==> src/rtl/takeover_pkg.sv <==
package takeover_pkg;

  typedef enum logic [2:0] {
    ST_IDLE     = 3'd0,
    ST_WAIT_CYC = 3'd1,
    ST_REQ      = 3'd2,
    ST_SETTLE   = 3'd3,
    ST_OWN      = 3'd4
  } tko_state_t;

  localparam int unsigned IN_RST    = 0;
  localparam int unsigned IN_STROBE = 1;
  localparam int unsigned IN_GRANT  = 2;
  localparam int unsigned IN_ACK    = 3;
  localparam int unsigned IN_COUNT  = 4;

endpackage

==> src/rtl/sig_sync_bank.sv <==
module sig_sync_bank #(
  parameter int unsigned WIDTH   = 4,
  parameter int unsigned STAGES  = 2,
  parameter logic [WIDTH-1:0] RST_VAL = '0
) (
  input  logic             clk,
  input  logic             rst,
  input  logic [WIDTH-1:0] d_async,
  output logic [WIDTH-1:0] q_sync
);

  logic [WIDTH-1:0] pipe [STAGES];

  always_ff @(posedge clk) begin
    if (rst) begin
      for (int i = 0; i < int'(STAGES); i++) pipe[i] <= RST_VAL;
    end else begin
      pipe[0] <= d_async;
      for (int i = 1; i < int'(STAGES); i++) pipe[i] <= pipe[i-1];
    end
  end

  assign q_sync = pipe[STAGES-1];

endmodule

==> src/rtl/takeover_fsm.sv <==
module takeover_fsm
  import takeover_pkg::*;
#(
  parameter bit WAIT_FIRST_CYCLE = 1'b1
) (
  input  logic clk,
  input  logic rst,
  input  logic rst_s,
  input  logic strobe_s,
  input  logic grant_s,
  input  logic ack_s,
  output logic bus_req,
  output logic bus_own
);

  tko_state_t st, nxt;

  always_comb begin
    nxt = st;
    unique case (st)
      ST_IDLE:     nxt = WAIT_FIRST_CYCLE ? ST_WAIT_CYC : ST_REQ;
      ST_WAIT_CYC: if (strobe_s) nxt = ST_REQ;
      ST_REQ:      if (grant_s) nxt = ST_SETTLE;
      ST_SETTLE: begin
        if (!grant_s)                  nxt = ST_REQ;
        else if (!strobe_s && !ack_s)  nxt = ST_OWN;
      end
      ST_OWN:      nxt = ST_OWN;
      default:     nxt = ST_IDLE;
    endcase
    if (rst_s) nxt = ST_IDLE;
  end

  always_ff @(posedge clk) begin
    if (rst) begin
      st      <= ST_IDLE;
      bus_req <= 1'b0;
      bus_own <= 1'b0;
    end else begin
      st      <= nxt;
      bus_req <= (nxt == ST_REQ) || (nxt == ST_SETTLE);
      bus_own <= (nxt == ST_OWN);
    end
  end

  // request and ownership never overlap
  p_req_own_excl_r6: assert property (@(posedge clk) disable iff (rst)
    !(bus_req && bus_own));

  // ownership only after grant with an idle bus
  p_own_idle_bus_r5: assert property (@(posedge clk) disable iff (rst)
    $rose(bus_own) |-> ($past(grant_s) && !$past(strobe_s) && !$past(ack_s)
                        && $past(bus_req)));

  // ownership held until system reset
  p_own_hold_r7: assert property (@(posedge clk) disable iff (rst)
    (bus_own && !rst_s) |=> bus_own);

  // system reset releases both outputs
  p_reset_idle_r8: assert property (@(posedge clk) disable iff (rst)
    rst_s |=> (!bus_req && !bus_own));

  generate
    if (WAIT_FIRST_CYCLE) begin : g_wait_chk
      // request rises only from a seen strobe
      p_wait_strobe_r3: assert property (@(posedge clk) disable iff (rst)
        $rose(bus_req) |-> $past(strobe_s));
    end
  endgenerate

endmodule

==> src/rtl/bus_takeover_seq.sv <==
module bus_takeover_seq
  import takeover_pkg::*;
#(
  parameter bit          WAIT_FIRST_CYCLE = 1'b1,
  parameter int unsigned SYNC_STAGES      = 2
) (
  input  logic clk,
  input  logic rst,
  input  logic sys_reset_a,
  input  logic strobe_a,
  input  logic grant_a,
  input  logic ack_a,
  output logic bus_req,
  output logic bus_own
);

  localparam logic [IN_COUNT-1:0] SYNC_RST = IN_COUNT'(1) << IN_RST;

  logic [IN_COUNT-1:0] raw, synced;

  always_comb begin
    raw            = '0;
    raw[IN_RST]    = sys_reset_a;
    raw[IN_STROBE] = strobe_a;
    raw[IN_GRANT]  = grant_a;
    raw[IN_ACK]    = ack_a;
  end

  sig_sync_bank #(
    .WIDTH  (IN_COUNT),
    .STAGES (SYNC_STAGES),
    .RST_VAL(SYNC_RST)
  ) u_sync (
    .clk    (clk),
    .rst    (rst),
    .d_async(raw),
    .q_sync (synced)
  );

  takeover_fsm #(
    .WAIT_FIRST_CYCLE(WAIT_FIRST_CYCLE)
  ) u_fsm (
    .clk     (clk),
    .rst     (rst),
    .rst_s   (synced[IN_RST]),
    .strobe_s(synced[IN_STROBE]),
    .grant_s (synced[IN_GRANT]),
    .ack_s   (synced[IN_ACK]),
    .bus_req (bus_req),
    .bus_own (bus_own)
  );

endmodule

==> config.mk <==
export PLATFORM = sky130hd
export DESIGN_NAME = bus_takeover_seq
export DESIGN_NICKNAME = d
export VERILOG_FILES = /design/src/rtl/takeover_pkg.sv /design/src/rtl/sig_sync_bank.sv /design/src/rtl/takeover_fsm.sv /design/src/rtl/bus_takeover_seq.sv
export SDC_FILE = /design/constraint.sdc
export NUM_CORES = 1
export LEC_CHECK = 0
export ABC_AREA = 1
export BUFFER_PORTS_ARGS = -buffer_cell sky130_fd_sc_hd__buf_4
export CAP_MARGIN = 20
export CORE_MARGIN = 4
export CORE_UTILIZATION = 25
export CTS_CLUSTER_SIZE = 14
export DETAILED_ROUTE_END_ITERATION = 6
export GPL_ROUTABILITY_DRIVEN = 0
export MAX_ROUTING_LAYER = met4
export PLACE_DENSITY = 0.48
export RECOVER_POWER = 25
export SLEW_MARGIN = 20
export SYNTH_ARGS = -nofsm -noshare
export SYNTH_HDL_FRONTEND = slang
export SYNTH_SLANG_ARGS = --single-unit
==> constraint.sdc <==
create_clock -name clk -period 1.5 [get_ports clk]
set_clock_uncertainty 0.15 [all_clocks]
set_input_delay 0.15 -clock clk [delete_from_list [all_inputs] [get_ports clk]]
set_output_delay 0.15 -clock clk [all_outputs]
set_load 0.01 [all_outputs]
==> results of run 1 <==
[per-layer routing]
metal | wire, µm | global-route usage, %
met1 | 303 | 6.88
met2 | 325 | 10.9
met3 | 32 | 1.78
met4 | 12 | 6.91
met5 | 0 | -
[stage by stage]
stage / power (mW) / util (%) / setup slack (ns) / hold WS, ns / cell area [µm²]
after floorplan: 0.383 / - / 0.544 / 0.0724 / 445
after global placement: 0.395 / 32.8 / 0.434 / 0.186 / 523
after detailed placement: 0.396 / 32.8 / 0.429 / 0.192 / 523
after CTS: 0.614 / 39.5 / 0.0552 / 0.255 / 629
after global routing: 0.629 / 39.5 / 0.00774 / 0.266 / 629
final: 0.604 / 39.5 / 0.0343 / 0.255 / 629
[cell families after synthesis]
family,Yosys count
DFF,13
buffers and inverters,10
and+or+nand+nor,34
[final cells by class]
class | instances | area, µm² | share of cell area, %
timing repair buffer | 15 | 133 | 21.1
inverter | 9 | 33.8 | 5.37
tap | 24 | 30.0 | 4.77
sequential | 13 | 260 | 41.4
clock buffer | 4 | 26.3 | 4.17
multi-input combinational | 34 | 146 | 23.3
[worst max-delay path: stages]
cell           delay [ns]
dlygate4sd3_1        0.53
buf_4                0.18
nor2_1               0.06
dlygate4sd3_1        0.54
[report_power, final]
| group | switching (mW) | total, mW | internal [mW] | leakage [nW] |
|---|---|---|---|---|
| clock network | 0.0975 | 0.200 | 0.103 | 0.0150 |
| registers | 0.00450 | 0.360 | 0.356 | 0.107 |
| logic | 0.0152 | 0.0433 | 0.0281 | 0.173 |
| total | 0.117 | 0.604 | 0.486 | 0.295 |
[placed cells by master (no fill, tap or decap)]
master	n
nand2_2	1
nor2_2	2
nor2_1	13
dlygate4sd3_1	8
clkbuf_1	1
dfxtp_1	13
nand2_1	11
nand3_1	5
inv_1	9
buf_4	7
clkbuf_4	3
or2_2	2
[flip-flops by register name (all words and copies together) (netlist names)]
| register | cells |
|---|---|
| u_fsm.bus_own | 1 |
| u_fsm.st | 3 |
| u_fsm.bus_req | 1 |
| u_sync.pipe | 8 |
[final timing paths]
path | endpoint | slack [ns] | cells after the start | start
max | u_sync.pipe[0][3]$_SDFF_PP0_ | 0.03 | 4 | rst
min reg2reg | u_sync.pipe[0][6]$_SDFF_PP0_ | 0.25 | 2 | u_sync.pipe[0][2]$_SDFF_PP0_
min | u_sync.pipe[0][6]$_SDFF_PP0_ | 0.25 | 2 | u_sync.pipe[0][2]$_SDFF_PP0_
max reg2reg | u_fsm.bus_req$_SDFF_PP0_ | 0.42 | 6 | u_fsm.st[1]$_SDFF_PP0_
[what timing repair did]
| action | CTS | global route |
|---|---|---|
| endpoints found under the hold margin | 12 | 0 |
| hold buffers | 8 | 0 |
| setup endpoints to repair | 0 | 0 |
==> metrics, run 1 <==
outcome=finished, final reports clean; Detail Route Antenna Nets=0; Finished Layout Cells=99; area fraction of the dominant cell type after synthesis=between 50% and 60%; clock-pin transition on the worst setup and hold timing paths=0.07 ns; Synth area leader=dfxtp_1; crit path kind=in2reg; grt total ovfl=0; drc violations=0; Core Area=approximately 1600 µm²; Die Footprint=between 2000 and 3000 µm²; post-synthesis cell area=~450 µm²; Clock Tree Root=clkbuf_4; Compound-Gate Fraction of Synth Area=0%; leakage=0.295 nW; initial antenna violation count=0; worst-path maximum fanout=13; average routed wire per standard cell=6.81 µm; # fillers=approximately 170; Max Buffers Root-to-Sink=2; number of flops mapped to enable cells by yosys=0; latest clock arrival within the worst-skew pair=approximately 0.26 ns; Ant. Diodes=0; max-slew violation count=0; crit end category=flip-flop; die height=50.2 µm; Worst Path Arrival=1.47 ns; syn_nets=63; count of standard-cell rows=14; PD cells=about 960 nW/µm²; starting density of the core=between 20% and 30%; Num CTS Buffers=3; RSZ-0062 raised after global routing=no; vias in the first global route=~360; Mapped Avg Cell Area=7.81 µm²; mux share of post-synthesis cell area=0%; largest family of logic cells by synthesized area=simple AND/OR/NAND/NOR gates; Max-cap violations=0; Fin. Hold Viols=0; Synth Area in XOR/XNOR=0%; period utilization=a little over nine tenths; Synth top cells by count=13 x dfxtp_1, 13 x nor2_1, 11 x nand2_1; Vias per Instance=3.84; sequential fraction of the synthesis area=~60%; Sum Neg Setup Slack=0 ns; GRT Util Overall=under 10%; Primary FF master, synth=dfxtp_1; worst slew pin tran=about 0.18 ns; Fmax=slightly below 700 MHz; Worst EP required=1.50 ns; Post-Synth Simple-Gate Area=~33%; Async SR Flop Fraction=0%; Pre-antenna DRT Iters=3; cell count after placement=87; Post-Synthesis Cells=between 50 and 60; CTS Sinks=13; Routed Wire Length=around 670 µm; Ports=8; largest net degree at the start of global routing=14; global-route wire length before repair=1.28 mm; Hold Path Class=reg2reg; Die Wd=about 50 µm; maximum vdd drop=roughly 0.54 mV; total number of vias=380; synth unique cells=9; H-tree level count=1; number of post-CTS setup repair buffers=0; Synth Warn #=0; Post-layout nets=roughly 80; Starting DRT DRC Count=2; CTS tree=done; #FFs+latches synth=13; dpl hpwl=between 400 and 500 µm; I/O Buffers=7; Slew HR=roughly 88%; final count of negative-setup-slack endpoints=0; Final min period=1.47 ns; Synth Area in Adders=0%; top area cells in the synthesized netlist=dfxtp_1 58%, nor2_1 11%, nand2_1 9.3%; layout cells sized above 1=between 20% and 30%; Worst setup SP type=primary input; synth-to-layout area growth=41.3%; post-CTS sizing=0
Power figures use the tool's default switching activity.
==> run 2: changes to the inputs <==
CTS_BUF_LIST = sky130_fd_sc_hd__clkbuf_8   (was not set)
==> run 2 against run 1 <==
  * Flip-flop and latch count unchanged
  * Critical path type unchanged
  * Cell count down 4.0%
  * Critical endpoint is now u_sync.pipe[0][0]$_SDFF_PP1_
  * Non-clock buffer count is 4 lower
  * Utilization is 1.3 points lower
  * Die area is the same
  * Worst setup slack gained 0.38 ns
==> metrics, run 2 (synthesis results as in run 1) <==
outcome=finished, final reports clean; Ports=8 (unchanged); vias in the first global route=325 (-9.0%); Die Footprint=2520 µm² (unchanged); maximum vdd drop=0.588 mV (+7.9%); PnR Total Power=0.690 mW (+14%); Die Wd=50.2 µm (unchanged); max reg flops=8 (unchanged); Post-layout nets=78 (-4.9%); count of standard-cell rows=14 (unchanged); CTS tree=done; largest net degree at the start of global routing=14 (unchanged); starting density of the core=27.9% (unchanged); # fillers=173 (+3.6%); max-slew violation count=0 (unchanged); PD cells=1130 nW/µm² (+18%); Clock Tree Root=clkbuf_8; register area=260 µm² (unchanged); Detail Route Antenna Nets=0 (unchanged); dpl hpwl=466 µm (unchanged); Final min period=1.09 ns (-0.376 ns); Worst EP required=1.48 ns (-0.02 ns); Starting DRT DRC Count=2 (unchanged); area of the multi-input gates=146 µm² (unchanged); Sum Neg Setup Slack=0 ns (unchanged); CTS Sinks=13 (unchanged); grt total ovfl=0 (unchanged); Slew HR=87.9% (+0.14 points); period utilization=72.6% (-25 points); RSZ-0062 raised after global routing=no; Vias per Instance=3.71 (-3.5%); Fin. Hold Viols=0 (unchanged); area of placed instances=523 µm² (unchanged); most frequent cells in the layout=13 x nor2_1, 13 x dfxtp_1, 11 x nand2_1; Reg2Reg Depth=6 (unchanged); I/O Buffers=7 (unchanged); final instance area=608 µm² (-3.4%); leakage=0.286 nW (-3.1%); global-route wire length before repair=1.24 mm (-3.2%); Routed Wire Length=681 µm (+1.0%); Hold Path Class=in2reg; Num CTS Buffers=3 (unchanged); total number of vias=352 (-7.4%); Fmax=918 MHz (+35%); Core Area=1590 µm² (unchanged); H-tree level count=1 (unchanged); Top reg by flops=u_sync.pipe; Max-cap violations=0 (unchanged); clock-pin transition on the worst setup and hold timing paths=0.05 ns (-0.02 ns); layout cells sized above 1=21.1% (+1.1 points); hold depth=2 (unchanged); GRT Util Overall=6.83% (-0.13 points); die height=50.2 µm (unchanged); crit path kind=in2reg; Worst setup SP type=primary input; top flop regs=u_sync.pipe (8), u_fsm.st (3); average routed wire per standard cell=7.17 µm (+5.3%); latest clock arrival within the worst-skew pair=0.24 ns (-0.02 ns); Worst Path Arrival=1.07 ns (-0.40 ns); synth-to-layout area growth=36.5%; worst-path maximum fanout=1 (-12); Ant. Diodes=0 (unchanged); Core Util, Final=38.1% (-1.3 points); crit end category=flip-flop; worst slew pin tran=0.182 ns (-0.00204 ns); drc violations=0 (unchanged); Max Buffers Root-to-Sink=2 (unchanged); Pre-antenna DRT Iters=2 (-1); final count of negative-setup-slack endpoints=0 (unchanged); initial antenna violation count=0 (unchanged)
[run 2: cell type report]
| class | instances | area share, % |
|---|---|---|
| Clock inverter | 1 | 0.617 |
| Multi-Input combinational cell | 34 | 24.1 |
| Tap cell | 24 | 4.94 |
| Clock buffer | 3 | 6.79 |
| Inverter | 9 | 5.56 |
| Timing Repair Buffer | 11 | 15.2 |
| Sequential cell | 13 | 42.8 |
[run 2: path summary, 6_finish.rpt]
path	start	endpoint	slack (ns)
max	sys_reset_a	u_sync.pipe[0][0]$_SDFF_PP1_	0.41
min	rst	u_fsm.bus_own$_SDFF_PP0_	0.02
max reg2reg	u_fsm.st[1]$_SDFF_PP0_	u_fsm.bus_req$_SDFF_PP0_	0.43
min reg2reg	u_sync.pipe[0][2]$_SDFF_PP0_	u_sync.pipe[0][6]$_SDFF_PP0_	0.25
[run 2: report_power, final]
group | internal, mW | switching, mW | leakage [nW]
clock | 0.180 | 0.113 | 0.0269
sequential | 0.357 | 0.00450 | 0.107
combinational | 0.0213 | 0.0139 | 0.152
total | 0.558 | 0.132 | 0.286
[run 2: per-layer routing]
metal	GRT usage [%]	wire [µm]
met1	7.07	335
met5	-	0
met3	1.78	31
met2	10.2	303
met4	6.91	10
[run 2: stage by stage]
stage	setup slack [ns]	instances	hold slack, ns
global placement	0.434	87	0.186
global route	0.304	95	0.0354
finish	0.410	95	0.0187
CTS	0.409	95	0.0251
floorplan	0.544	57	0.0724
detailed placement	0.429	87	0.192
[run 2: critical path: stages]
cell and delay [ns]:
dlygate4sd3_1 0.53, buf_4 0.13, or2_2 0.26
[run 2: timing repair]
item	4_1_cts	5_1_grt
hold buffers	4	0
resized for setup	0	0
setup buffers	0	0
hold endpoints to repair	4	0
